===== config.mk =====
export PLATFORM = sky130hd
export DESIGN_NAME = rxq_status_fifo
export DESIGN_NICKNAME = d
export VERILOG_FILES = /design/src/rtl/rxq_pkg.sv /design/src/rtl/rxq_ptr.sv /design/src/rtl/rxq_store.sv /design/src/rtl/rxq_view.sv /design/src/rtl/rxq_status_fifo.sv
export SDC_FILE = /design/constraint.sdc
export NUM_CORES = 1
export LEC_CHECK = 0
export BUFFER_PORTS_ARGS = -buffer_cell sky130_fd_sc_hd__buf_4
export CAP_MARGIN = 5
export CORE_MARGIN = 4
export CORE_UTILIZATION = 30
export DETAILED_ROUTE_END_ITERATION = 16
export PLACE_DENSITY = 0.46
export SYNTH_ARGS = -nofsm -noshare
export SYNTH_HDL_FRONTEND = slang
export SYNTH_SLANG_ARGS = --single-unit

===== constraint.sdc =====
create_clock -name clk -period 7.01 [get_ports clk]
set_input_delay 0.3505 -clock clk [delete_from_list [all_inputs] [get_ports clk]]
set_output_delay 0.3505 -clock clk [all_outputs]
set_load 0.005 [all_outputs]

===== src/rtl/rxq_pkg.sv =====
package rxq_pkg;

   localparam int STAT_W   = 6;
   localparam int VIEW_W   = STAT_W + 2;
   localparam int OVR_FLAG = 1;

   typedef enum logic [1:0] {
      RXQ_ASYNC = 2'd0,
      RXQ_BSYNC = 2'd1,
      RXQ_HDLC  = 2'd2,
      RXQ_HDLC2 = 2'd3
   } rxq_mode_e;

   // flags a protocol mode lets through to the status view
   function automatic logic [STAT_W-1:0] mode_mask(input rxq_mode_e m);
      case (m)
         RXQ_ASYNC: mode_mask = 6'b011010;
         RXQ_BSYNC: mode_mask = 6'b010011;
         default:   mode_mask = 6'b111111;
      endcase
   endfunction

endpackage


===== src/rtl/rxq_ptr.sv =====
module rxq_ptr #(
   parameter int DEPTH = 32,
   localparam int AW   = $clog2(DEPTH),
   localparam int CW   = AW + 1
) (
   input  logic          clk,
   input  logic          rst_n,
   input  logic          clr,
   input  logic          push_req,
   input  logic          pop_req,
   output logic [AW-1:0] wr_idx,
   output logic [AW-1:0] rd_idx,
   output logic [AW-1:0] last_idx,
   output logic          push_ok,
   output logic          drop,
   output logic          not_empty
);

   logic [AW-1:0] wr_ptr_q, rd_ptr_q;
   logic [CW-1:0] fill_q;
   logic          full, pop_ok;

   assign not_empty = (fill_q != '0);
   assign full      = (fill_q == CW'(DEPTH));
   assign pop_ok    = pop_req && not_empty;
   assign push_ok   = push_req && (!full || pop_ok);
   assign drop      = push_req && full && !pop_ok;

   always_ff @(posedge clk or negedge rst_n) begin
      if (!rst_n) begin
         wr_ptr_q <= '0;
         rd_ptr_q <= '0;
         fill_q   <= '0;
      end else if (clr) begin
         wr_ptr_q <= '0;
         rd_ptr_q <= '0;
         fill_q   <= '0;
      end else begin
         if (push_ok) wr_ptr_q <= wr_ptr_q + AW'(1);
         if (pop_ok)  rd_ptr_q <= rd_ptr_q + AW'(1);
         fill_q <= fill_q + CW'(push_ok) - CW'(pop_ok);
      end
   end

   assign wr_idx   = wr_ptr_q;
   assign rd_idx   = rd_ptr_q;
   assign last_idx = wr_ptr_q - AW'(1);

endmodule


===== src/rtl/rxq_store.sv =====
module rxq_store
   import rxq_pkg::*;
#(
   parameter int DEPTH  = 32,
   parameter int DATA_W = 8,
   localparam int AW    = $clog2(DEPTH)
) (
   input  logic              clk,
   input  logic              push_ok,
   input  logic              drop,
   input  logic [AW-1:0]     wr_idx,
   input  logic [AW-1:0]     rd_idx,
   input  logic [AW-1:0]     last_idx,
   input  logic [DATA_W-1:0] wr_data,
   input  logic [STAT_W-1:0] wr_stat,
   output logic [DATA_W-1:0] head_data,
   output logic [STAT_W-1:0] head_stat
);

   logic [DEPTH-1:0][DATA_W-1:0] data_all;
   logic [DEPTH-1:0][STAT_W-1:0] stat_all;

   for (genvar i = 0; i < DEPTH; i++) begin : g_ent
      logic [DATA_W-1:0] d_q;
      logic [STAT_W-1:0] s_q;

      always_ff @(posedge clk) begin
         if (push_ok && (wr_idx == AW'(i))) begin
            d_q <= wr_data;
            s_q <= wr_stat;
         end else if (drop && (last_idx == AW'(i))) begin
            s_q[OVR_FLAG] <= 1'b1;
         end
      end

      assign data_all[i] = d_q;
      assign stat_all[i] = s_q;
   end

   // one index selects both halves of the head entry
   assign head_data = data_all[rd_idx];
   assign head_stat = stat_all[rd_idx];

endmodule


===== src/rtl/rxq_view.sv =====
module rxq_view
   import rxq_pkg::*;
#(
   parameter int DATA_W = 8
) (
   input  rxq_mode_e         mode,
   input  logic              not_empty,
   input  logic [DATA_W-1:0] head_data,
   input  logic [STAT_W-1:0] head_stat,
   output logic [DATA_W-1:0] rd_data,
   output logic [VIEW_W-1:0] view,
   output logic              present
);

   logic [STAT_W-1:0] shown;

   assign shown   = head_stat & mode_mask(mode);
   assign present = not_empty;
   assign rd_data = not_empty ? head_data : '0;
   assign view    = not_empty ? {shown, 1'b0, 1'b1} : '0;

endmodule


===== src/rtl/rxq_status_fifo.sv =====
module rxq_status_fifo
   import rxq_pkg::*;
#(
   parameter int DEPTH  = 32,
   parameter int DATA_W = 8
) (
   input  logic              clk,
   input  logic              rst_n,
   input  logic              rx_wr_en,
   input  logic [DATA_W-1:0] rx_wr_data,
   input  logic [5:0]        rx_wr_stat,
   input  logic              cpu_rd_data_stb,
   input  logic [1:0]        proto_mode,
   input  logic              cmd_rx_reset,
   input  logic              cmd_chan_reset,
   input  logic              sys_stop,
   output logic [DATA_W-1:0] cpu_rd_data,
   output logic [7:0]        cur_stat,
   output logic              data_present
);

   localparam int AW = $clog2(DEPTH);

   if (DEPTH < 2 || (DEPTH & (DEPTH - 1)) != 0) begin : g_bad_depth
      $error("rxq_status_fifo: DEPTH must be a power of two of at least 2");
   end
   if (DATA_W < 1) begin : g_bad_width
      $error("rxq_status_fifo: DATA_W must be positive");
   end

   logic              clr, push_req, pop_req;
   logic [AW-1:0]     wr_idx, rd_idx, last_idx;
   logic              push_ok, drop, not_empty;
   logic [DATA_W-1:0] head_data;
   logic [STAT_W-1:0] head_stat;

   assign clr      = cmd_rx_reset | cmd_chan_reset | sys_stop;
   assign push_req = rx_wr_en & ~clr;
   assign pop_req  = cpu_rd_data_stb & ~clr;

   rxq_ptr #(.DEPTH(DEPTH)) u_ptr (
      .clk      (clk),
      .rst_n    (rst_n),
      .clr      (clr),
      .push_req (push_req),
      .pop_req  (pop_req),
      .wr_idx   (wr_idx),
      .rd_idx   (rd_idx),
      .last_idx (last_idx),
      .push_ok  (push_ok),
      .drop     (drop),
      .not_empty(not_empty)
   );

   rxq_store #(.DEPTH(DEPTH), .DATA_W(DATA_W)) u_store (
      .clk      (clk),
      .push_ok  (push_ok),
      .drop     (drop),
      .wr_idx   (wr_idx),
      .rd_idx   (rd_idx),
      .last_idx (last_idx),
      .wr_data  (rx_wr_data),
      .wr_stat  (rx_wr_stat),
      .head_data(head_data),
      .head_stat(head_stat)
   );

   rxq_view #(.DATA_W(DATA_W)) u_view (
      .mode     (rxq_mode_e'(proto_mode)),
      .not_empty(not_empty),
      .head_data(head_data),
      .head_stat(head_stat),
      .rd_data  (cpu_rd_data),
      .view     (cur_stat),
      .present  (data_present)
   );

endmodule


# Yosys cells after proc, flatten, opt, wreduce, memory -nomap -nowiden
# Cells that the tools add are included.
# W data, S select, Z words.
[totals]
ff_bits = 464
latchBits = 0
mem_bits_rw = 0
mem_bits_ro = 0
input_bits = 23
out_inout_bits = 17
wordCells = 360
mem_count = 0
[classes]
add_sub_neg = 5
multipliers = 0
div_mod_pow = 0
order_cmp = 1
eq_ne = 64
shift = 0
muxes = 76
bitwise_logic = 6
reduce_logical = 109
[ops]
columns = ["op", "count"]
rows = [
  ["$eq A5 B5 Y1 const B", 32],
  ["$eq A5 B4 Y1 const B", 16],
  ["$logic_and A1 B1 Y1", 68],
  ["$reduce_bool A2 Y1", 34],
  ["$mux W1", 64],
  ["$bmux W8 S5", 1],
  ["$eq A5 B3 Y1 const B", 8],
  ["$bmux W6 S5", 1],
  ["$mux W8", 3],
  ["$eq A5 B2 Y1 const B", 4],
  ["$mux W5", 4],
  ["$mux W6", 2],
  ["$pmux W6 S2", 1],
  ["$add A5 B1 Y5 const B", 2],
  ["$eq A5 B1 Y1 const B", 2],
  ["$logic_not A5 Y1", 2],
  ["$add A6 B1 Y6", 1],
  ["$and A6 B6 Y6", 1],
  ["$eq A6 B6 Y1 const B", 1],
  ["$lt A5 B6 Y1 const B", 1],
  ["$reduce_bool A6 Y1", 1],
  ["$sub A6 B1 Y6", 1],
  ["$sub A5 B1 Y5 const B", 1],
  ["$and A1 B1 Y1", 2],
  ["other kinds (6)", 8],
]

# Logic depth before layout (Yosys ltp)
# Gate-level depths: netlist (run 1).
[logic_depth]
depth_word = 10
mapped_depth = 15
depth_no_buf = 14

# Cells and area by module
# Synthesis (run 1) repeated with hierarchy kept, for this count alone.
[unflattened]
cells_unflattened = 1243
hier_area_um2 = 19720.2
[modules_own_cells]
columns = ["mod", "instances", "cells_each", "area_each_um2", "seq_area_each_um2"]
rows = [
  ["rxq_store", 1, 1095, 18395.1, 13452.9],
  ["rxq_ptr", 1, 124, 1147.4, 400.4],
  ["rxq_view", 1, 21, 153.9, 0.0],
  ["rxq_status_fifo", 1, 3, 23.8, 0.0],
]

# Worst setup path after synthesis (run 1)
# No wires, ideal clock.
[synth_path]
path_type = "register to register"
from = "register u_ptr.fill_q[2]"
to = "register u_ptr.fill_q[4]"
setup_ns = 0.132
arrival_ns = 2.342
required_ns = 6.878
slack_ns = 4.537
path_stages_with_launch = 16
path_buffers = 1
synth_period_minus_slack_ns = 2.473
path_cell_list = "dfrtp_1 > inv_1 > ha_1 > nand4bb_1 > clkbuf_1 > and2_1 > nand2b_1 > a21oi_1 > ha_1 > inv_1 > fa_1 > inv_1 > a21oi_1 > o21bai_1 > xnor2_1 > nor2_1"
[synth_via]
elab_chain_cells = 7
word_cells_on_any_way = 9
classes_between = "add/sub: 2; eq/ne: 1; mux: 1; reduce/logical: 5"
[synth_rtl]
columns = ["element", "line", "text"]
rows = [
  ["start, declared", "rxq_ptr.sv:20", "logic [CW-1:0] fill_q;"],
  ["start signal, assigned", "rxq_ptr.sv:41", "fill_q <= fill_q + CW'(push_ok) - CW'(pop_ok);"],
  ["$eq A6 B6 Y1 / $reduce_bool A6 Y1 (equally long branches)", "rxq_ptr.sv:24, rxq_ptr.sv:23", ""],
  ["$logic_not A1 Y1 / $logic_and A1 B1 Y1 (equally long branches)", "rxq_ptr.sv:26, rxq_ptr.sv:25", ""],
  ["$logic_or A1 B1 Y1", "rxq_ptr.sv:26", "assign push_ok = push_req && (!full || pop_ok);"],
  ["$logic_and A1 B1 Y1", "rxq_ptr.sv:26", ""],
  ["$add A6 B1 Y6", "rxq_ptr.sv:41", ""],
  ["$sub A6 B1 Y6 *", "rxq_ptr.sv:41", ""],
  ["$mux W6 *", "rxq_ptr.sv:34", "end else if (clr) begin"],
]
# Mark *: on every way between the ends. The rest lies on a longest branch, timed or not.
# A chain may end at the register's enable or synchronous reset.

# Final worst setup path (run 1)
[layout_path]
from = "register u_ptr.rd_ptr_q[0] (netlist: u_ptr.rd_idx[0])"
to = "output port cur_stat[4]"
[layout_via]
elab_chain_cells = 4
[layout_rtl]
columns = ["element", "line", "text"]
rows = [
  ["start, declared", "rxq_ptr.sv:19", "logic [AW-1:0] wr_ptr_q, rd_ptr_q;"],
  ["start signal, assigned", "rxq_ptr.sv:40", "if (pop_ok) rd_ptr_q <= rd_ptr_q + AW'(1);"],
  ["$bmux W6 S5", "rxq_store.sv:42", "assign head_stat = stat_all[rd_idx];"],
  ["$mux W6 (implied by the code)", "rxq_store.sv:42", ""],
  ["$and A6 B6 Y6", "rxq_view.sv:17", "assign shown = head_stat & mode_mask(mode);"],
  ["$mux W8", "rxq_view.sv:20", "assign view = not_empty ? {shown, 1'b0, 1'b1} : '0;"],
  ["end, declared", "rxq_status_fifo.sv:18", "output logic [7:0] cur_stat,"],
]
# No other way between the ends. The select of a mux whose other input is x is not followed.

==> results of run 1 <==
worst min-delay path by stage:
stage / startpoint / endpoint / slack (ps) / cells after the start
5_1_grt: cpu_rd_data_stb / u_ptr.rd_idx[1] / 120 / 4
6_report: rx_wr_stat[1] / u_store.g_ent[15].s_q[1] / 130 / 3
3_5_place_dp: rst_n / u_ptr.wr_idx[1] / 240 / 1
3_3_place_gp: rst_n / u_ptr.wr_idx[1] / 230 / 1
2_1_floorplan: rst_n / u_ptr.fill_q[0] / 50 / 0
4_1_cts: cpu_rd_data_stb / u_ptr.rd_idx[1] / 110 / 4
layer usage:
layer	GRT usage (%)	vias to the layer above
met3	2.35	61
li1	-	4093
met5	0	-
met4	2.89	0
met1	20.3	5088
met2	22.4	212
metrics by stage:
step,std cells,area (sq um)
2_1_floorplan,963,18900
3_3_place_gp,1825,20300
3_5_place_dp,1825,20300
4_1_cts,1912,21800
5_1_grt,1912,21800
6_report,1912,21800
registers in the layout (all words and copies together) (netlist names):
| name | count |
|---|---|
| u_ptr.wr_idx | 5 |
| u_ptr.rd_idx | 5 |
| u_ptr.fill_q | 6 |
| u_store.g_ent.d_q | 256 |
| u_store.g_ent.s_q | 192 |
cell type report:
type | instances | area share [%]
Sequential cell | 464 | 63.5
Multi-Input combinational cell | 422 | 21.4
Clock buffer | 61 | 6.01
Tap cell | 837 | 4.80
Timing Repair Buffer | 77 | 2.78
Clock inverter | 25 | 1.06
Inverter | 26 | 0.447
synth_stat cells, drive strengths merged, types with 10 or more instances:
| cell | n |
|---|---|
| dfrtp | 16 |
| edfxtp | 448 |
| nand2 | 55 |
| clkbuf | 22 |
| o22ai | 32 |
| buf | 29 |
| nand3 | 16 |
| o221ai | 10 |
| inv | 26 |
| mux2i | 15 |
| mux4 | 126 |
| nor2 | 53 |
| ha | 17 |
| a221oi | 10 |
worst max-delay path: stages, from the launching register on:
cell     delay, ps
dfrtp_4        790
buf_12         570
mux4_2         590
mux4_2         490
o21ai_1        250
nor3_1         130
buf_4          160
report_power, final:
group | switching, mW | total [mW] | internal [mW]
clock | 1.06 | 2.52 | 1.47
sequential | 0.000929 | 3.04 | 3.04
combinational | 0.0539 | 0.0702 | 0.0163
total | 1.11 | 5.63 | 4.52
cells by family (layout without fill, tap and decap cells):
family          Yosys count  in the layout
other cells               1              1
xor+xnor                 11             11
buf+inv                  77            189
simple gates            169            169
mux                     141            141
fa+ha+maj                18             18
flops                   464            464
compound gates           82             82
timing repair:
item                                    in CTS  in global routing
endpoints found under the setup margin       0                  0
endpoints found under the hold margin       16                  0
hold buffers                                 1                  0
==> results.cfg, run 1 <==
[cts]
cts_max_level = 2
insertion_delay_ps = 580
cts-root-buf = clkbuf_16
clk_pin_slew_ps = 60
cts-resized-gates = 0
cts_sinks = 464
cts_made_buffers = 49
tritoncts = done
post-cts-setup-buffer-count = 0
clk_path_buf_depth = 3

[synth]
synthXorXnorAreaFrac_pct = 0.510
synthAdderAreaFrac_pct = 1.23
synthMuxAreaShare_pct = 15.8
async_flop_share_pct = 3.45
synthDistinctLibCells = 45
synth-simple-area-share_pct = 4.10
netlist_top_cells_area = edfxtp_1, mux4_2, dfrtp_1, ha_1, nand2_1
synthCells = 963
syn-num-nets = 1004
synth-seq-cells = 464
synth_edf_count = 448
ys.warnings.count = 0
synth_top_family_by_area = multiplexers
synth_top_area_cell = edfxtp_1
synthFlopType = edfxtp_1
synth_top_area_share_pct = 71.2
seq_area_frac_synth_pct = 73.4
synth_area_sq_um = 18900
synth-compound-area-share_pct = 3.00
avgSynthCellArea_sq_um = 19.6

[drt]
routed_wl_mm = 46.8
avgViaCountPerCell = 4.94
drc = 0
vias = 9454
topRoutingLayerUsed = met4
drt-pass1-iter-count = 5
met2_length_mm = 22.4
wl_per_cell_um = 24.5
drt-met1-wl_mm = 21.6
drt_iter0_drc = 713
met3_wirelength_mm = 1.95
drtAntennaViolNets = 0

[power_and_ir_drop]
ir_drop_mv = 0.143
powerDensity_nw_per_um2 = 258
leakagePower_nw = 6.76
p_total_mw = 5.63

[final_layout]
final_util_pct = 35.2
final_common_cell = edfxtp_1
fillers = 5789
multiInputGateArea_sq_um = 4660
layout_common_cells = edfxtp_1, mux4_2, buf_4, nand2_1, nor2_1
drive_gt1_share_pct = 26.6
nets = 1081
register_area_sq_um = 13900
syn_to_final_growth_pct = 15.5
diodes = 0

[setup_path]
cp-startpoint = u_ptr.rd_idx[0]
path_class = reg2out
rrSetupSlack_ps = 4210
cp_max_fo = 72
crit_arrival_ps = 3610
r2r_end = u_ptr.fill_q[4]
critPathRequiredTime_ps = 6660
endpoint = cur_stat[4]
crit_path_end_kind = output port
reg2reg_depth = 15
worst_setup_path_start_kind = register
r2r_start = u_ptr.fill_q[2]

[run_status]
outcome = finished clean

[global_routing]
grt_pass1_vias = 9914
grt_max_degree = 73
grt_antenna_before_repair = 0
grtUsageTotal_pct = 14.0
grt_first_pass_wirelength_mm = 69.0
gr-total-overflow = 0

[sta]
worst_slew_pin_slew_ps = 1040
fin_crit_ps = 3970
fin_skew_ps = 9.85
layout_setup_ws_ps = 3040
clock.fmax_ghz = 0.252
setup_violations = 0
fin_hold_ws_ps = 134
drv_slew = 0
setup-tns-final_ps = 0
fin_crit_sh_pct = 56.6
rsz0062_at_grt = no
hold_viol = 0
slew_headroom_pct = 30.2

[placement]
portBuffers = 38
hpwl_mm = 27.7
pre_cts_ws_ps = 3520
routabilityCongestion = 0.787

[die]
initial_utilization_pct = 30.4
core_sq_um = 62100
row_count = 91
ioPinCount = 40
dieWidth_um = 259
dieArea_sq_um = 67000
die_h_um = 259

[hold_path]
hold_class = in2reg

[job]
drv_cap = 0
(Power assumes the default switching activity.)
==> inputs of run 2 (changes only) <==
==> constraint.sdc (replaced) <==
create_clock -name clk -period 3.8 [get_ports clk]
set_input_delay 0.19 -clock clk [delete_from_list [all_inputs] [get_ports clk]]
set_output_delay 0.19 -clock clk [all_outputs]
set_load 0.005 [all_outputs]
==> run 2 against run 1 <==
  * Via count is 0.93% higher
  * Wire length is 0.54% higher
  * Sequential power increased by 84%
  * Critical path type unchanged
==> results.cfg, run 2 (synthesis results as in run 1) <==
[setup_path]
crit_family = multiplexers
cpMostUsedCell = mux4_2
critPathRequiredTime_ps = 3610
slowest_delay_ps = 770
crit_path_end_kind = output port
cp_max_fo = 27
cpMaxStageDelayCell = dfrtp_4
crit_chain = buf_12 -> mux4_2 -> mux4_2 -> o21ai_1 -> nor3_1 -> buf_4
cp-startpoint = u_ptr.rd_idx[0]
path_class = reg2out
critPathBufInv = 2
crit_arrival_ps = 3210
worst_setup_path_start_kind = register
r2r_start = u_ptr.fill_q[2]

[cts]
cts-root-buf = clkbuf_16
post-cts-setup-buffer-count = 0
cts_made_buffers = 49
cts_sinks = 464
clk_path_buf_depth = 3
clk_pin_slew_ps = 60
tritoncts = done
cts_max_level = 2
insertion_delay_ps = 580

[power_and_ir_drop]
leakagePower_nw = 6.89
powerDensity_nw_per_um2 = 472
ir_drop_mv = 0.312
p_total_mw = 10.4

[global_routing]
grt_first_pass_wirelength_mm = 69.1
grtUsageTotal_pct = 14.0
grt_max_degree = 41
grt_antenna_before_repair = 0
grt_pass1_vias = 9939
gr-total-overflow = 0

[drt]
drtAntennaViolNets = 0
wl_per_cell_um = 24.2
routed_wl_mm = 47.1
avgViaCountPerCell = 4.91
drt-pass1-iter-count = 5
vias = 9542
drt_iter0_drc = 768
drc = 0

[sta]
setup-tns-final_ps = 0
worst_slew_pin_slew_ps = 829
setup_violations = 0
slew_headroom_pct = 44.8
rsz0062_at_grt = no
clock.fmax_ghz = 0.294
drv_slew = 0
fin_crit_ps = 3400
fin_crit_sh_pct = 89.5
fin_skew_ps = 14.5
hold_viol = 0

[hold_path]
hold_class = in2reg
hp-start = rx_wr_data[3]

[final_layout]
final_common_cell = edfxtp_1
nets = 1108
layout_common_cells = edfxtp_1, mux4_2, buf_4, nand2_1, nor2_1
largest_reg_flops = 256
multiInputGateArea_sq_um = 4660
fillers = 5767
register_area_sq_um = 13900
drive_gt1_share_pct = 26.7
top_register = u_store.g_ent.d_q
syn_to_final_growth_pct = 16.9
top_regs = u_store.g_ent.d_q: 256 flops, u_store.g_ent.s_q: 192 flops, u_ptr.fill_q: 6 flops
diodes = 0

[run_status]
outcome = finished clean

[die]
row_count = 91
die_h_um = 259
core_sq_um = 62100
ioPinCount = 40
initial_utilization_pct = 30.4
dieArea_sq_um = 67000
dieWidth_um = 259

[job]
drv_cap = 0

[placement]
routabilityCongestion = 0.769
portBuffers = 38
hpwl_mm = 28.7
## run 2: worst paths after layout
kind | end | slack (ps) | cells past startpoint
worst max-delay path | cur_stat[4] | 400 | 6
worst min-delay path | u_store.g_ent[5].d_q[3] | 30 | 1
worst max register to register | u_ptr.fill_q[4] | 1030 | 15
worst min register to register | u_ptr.fill_q[0] | 640 | 2
max in group asynchronous | u_ptr.rd_idx[1] | 1900 | 4
min in group asynchronous | u_ptr.rd_idx[0] | 480 | 3
## run 2: worst register-to-register path: stages, from the launching register on
cell and delay [ps]:
dfrtp_1 360, inv_1 60, ha_1 210, nand4bb_1 100
buf_4 260, and2_1 250, nand2b_1 90, a21oi_1 150
ha_1 190, inv_1 60, fa_1 420, inv_1 70
a21oi_1 70, o21bai_1 160, xnor2_1 130, nor2_1 50
## run 2: layout make-up
| cell class | instances | share of cell area (%) |
|---|---|---|
| Sequential cell | 464 | 62.8 |
| Multi-Input combinational cell | 422 | 21.1 |
| Clock buffer | 58 | 5.71 |
| Tap cell | 837 | 4.74 |
| Timing Repair Buffer | 104 | 3.97 |
| Clock inverter | 31 | 1.27 |
| Inverter | 26 | 0.442 |
## run 2: power by group
| part | internal [mW] | switching (mW) | total, mW |
|---|---|---|---|
| clock | 2.70 | 1.98 | 4.68 |
| combinational | 0.0387 | 0.102 | 0.140 |
| sequential | 5.60 | 0.00168 | 5.60 |
## run 2: what timing repair did
action,CTS,global route
endpoints found under the setup margin,0,0
gates resized for setup,0,0
hold buffers,13,0
endpoints found under the hold margin,140,0
## run 2: routing by layer
layer / global-route usage, % / vias to the layer above / wire length, um
li1: - / 4159 / -
met1: 20.2 / 5116 / 22000
met2: 22.4 / 193 / 22300
met3: 2.01 / 74 / 1590
met4: 4.00 / 0 / 1160
met5: 0 / - / 0
## run 2: per-stage QoR
stage	utilization (%)	setup WS, ps	cell area (sq um)	hold WS, ps	cells
final	35.6	401	22100	29.5	1942
after CTS	35.6	268	22100	0.0423	1942
after global routing	35.6	200	22100	15.9	1942
after global placement	32.9	909	20400	83.3	1840
after detailed placement	32.9	905	20400	87.1	1840
after floorplan	-	1330	18900	-106	963
==> inputs of run 3 (changes only) <==
--- a/config.mk
+++ b/config.mk
@@ -10,7 +10,8 @@
 export CORE_MARGIN = 4
 export CORE_UTILIZATION = 30
 export DETAILED_ROUTE_END_ITERATION = 16
-export PLACE_DENSITY = 0.46
+export PLACE_DENSITY = 0.42
+export SKIP_CTS_REPAIR_TIMING = 1
 export SYNTH_ARGS = -nofsm -noshare
 export SYNTH_HDL_FRONTEND = slang
 export SYNTH_SLANG_ARGS = --single-unit
==> run 3 against run 2 <==
  * The run now ends with negative hold slack left
  * Maximum frequency shrank 1.3%
  * Clock skew grew 5.4 ps
  * Register-to-register slack gained 60 ps
  * Sequential share of layout area shrank 0.087 points
  * Flip-flop and latch count is the same
  * Critical path type unchanged
  * Critical endpoint is now cpu_rd_data[6]
  * Largest cell class unchanged
  * Highest routed layer unchanged
==> results.cfg, run 3 (synthesis results as in run 1) <==
[setup_path]
cp_max_fo = 26
critPathRequiredTime_ps = 3610
crit_arrival_ps = 3260
crit_path_end_kind = output port
worst_setup_path_start_kind = register
path_class = reg2out

[sta]
worst_slew_pin_slew_ps = 796
rsz0062_at_grt = no
layout_setup_ws_ps = 354
fin_hold_ws_ps = -9.42
fin_skew_ps = 20.0
hold_viol = 2
drv_slew = 0
fin_crit_ps = 3450
setup_violations = 0
fin_crit_sh_pct = 90.7
slew_headroom_pct = 47.0
setup-tns-final_ps = 0
clock.fmax_ghz = 0.290

[cts]
insertion_delay_ps = 600
cts_made_buffers = 50
cts_max_level = 2
clk_path_buf_depth = 3
cts-root-buf = clkbuf_16
tritoncts = done
clk_pin_slew_ps = 60
cts_sinks = 464

[global_routing]
grtUsageTotal_pct = 14.9
grt_max_degree = 42
grt_first_pass_wirelength_mm = 72.5
grt_antenna_before_repair = 0
gr-total-overflow = 0
grt_pass1_vias = 10100

[drt]
drt_iter0_drc = 797
wl_per_cell_um = 25.6
drtAntennaViolNets = 0
drt-pass1-iter-count = 5
vias = 9526
routed_wl_mm = 49.7
drc = 0
topRoutingLayerUsed = met4
met2_length_mm = 24.4
avgViaCountPerCell = 4.92
drt-met1-wl_mm = 22.2
met3_wirelength_mm = 2.02

[final_layout]
fillers = 5812
top_regs = u_store.g_ent.d_q: 256 flops, u_store.g_ent.s_q: 192 flops, u_ptr.fill_q: 6 flops
final_common_cell = edfxtp_1
top_register = u_store.g_ent.d_q
largest_reg_flops = 256
syn_to_final_growth_pct = 17.1
nets = 1102
drive_gt1_share_pct = 27.5
layout_common_cells = edfxtp_1, mux4_2, buf_4, nand2_1, nor2_1
diodes = 0

[power_and_ir_drop]
power_switching_mw = 2.13
p_comb_share_pct = 1.3
powerDensity_nw_per_um2 = 478
leakagePower_nw = 6.90
ir_drop_mv = 0.294
p_seq_share_pct = 53.1
clkPwrFrac_pct = 45.6
intPower_mw = 8.43
p_sw_share_pct = 20.2

[run_status]
violations = negative hold slack
outcome = complete, but fails checks

[die]
dieWidth_um = 259
row_count = 91
initial_utilization_pct = 30.4
core_sq_um = 62100
ioPinCount = 40
dieArea_sq_um = 67000
die_h_um = 259

[job]
drv_cap = 0

[placement]
routabilityCongestion = 0.777
portBuffers = 38
pre_cts_ws_ps = 838
hpwl_mm = 30.7

[hold_path]
hold_class = in2reg
-- run 3: changes by cell type in the layout (fill, tap and decap cells not counted) --
cell,before,now
clkbuf_1,9,8
clkinvlp_4,0,3
clkinv_4,1,2
clkbuf_16,49,51
dfrtp_2,1,2
clkinv_2,8,9
clkinv_8,0,2
dfrtp_1,13,12
buf_4,86,85
clkinv_1,14,12
buf_12,5,7
inv_6,2,0
dlygate4sd3_1,13,5
inv_8,1,0
-- run 3: worst paths after layout --
path / from / endpoint / slack (ps) / depth (start not counted)
max: u_ptr.rd_idx[0] / cpu_rd_data[6] / 350 / 6
min: cmd_rx_reset / u_ptr.wr_idx[4] / -9 / 4
max reg2reg: u_ptr.fill_q[2] / u_store.g_ent[9].d_q[6] / 1090 / 8
min reg2reg: u_ptr.fill_q[0] / u_ptr.fill_q[0] / 630 / 2
max in group asynchronous: rst_n / u_ptr.rd_idx[0] / 3530 / 2
min in group asynchronous: rst_n / u_ptr.wr_idx[1] / 20 / 2
-- run 3: per-layer routing --
layer,up-vias,global-route usage [%]
li1,4139,-
met2,221,24.6
met4,0,3.66
met5,-,0
met3,65,2.22
met1,5101,20.8
-- run 3: power by group through the flow --
stage,sequential (mW),combinational (mW),clock [mW]
after detailed placement,5.71,0.144,0
after global placement,5.71,0.141,0
after CTS,5.60,0.143,4.97
final,5.60,0.141,4.82
after floorplan,5.71,0.0295,0
after global routing,5.60,0.158,5.20
-- run 3: through the flow --
step,util (%),power [mW],std cells,cell area (sq um),hold slack (ps)
after floorplan,-,5.74,963,18900,-106
after global placement,33.0,5.85,1841,20400,89.1
after detailed placement,33.0,5.86,1841,20400,97.2
after CTS,35.6,10.7,1933,22100,-542
after global routing,35.6,11.0,1938,22100,7.98
final,35.6,10.6,1938,22100,-9.42
-- run 3: critical path, cell delays in order (launching register included) --
cell and delay [ps]:
dfrtp_4 750, buf_12 320, mux4_2 580, mux4_2 530, inv_1 80, a221oi_1 150, buf_4 230
-- run 3: cell type report --
cell class / count / area (sq um) / area share [%]
clock inverter: 33 / 313 / 1.41
timing repair buffer: 97 / 828 / 3.74
tap: 837 / 1050 / 4.73
clock buffer: 59 / 1310 / 5.91
multi-input combinational: 422 / 4660 / 21.1
sequential: 464 / 13900 / 62.7
inverter: 26 / 97.6 / 0.441
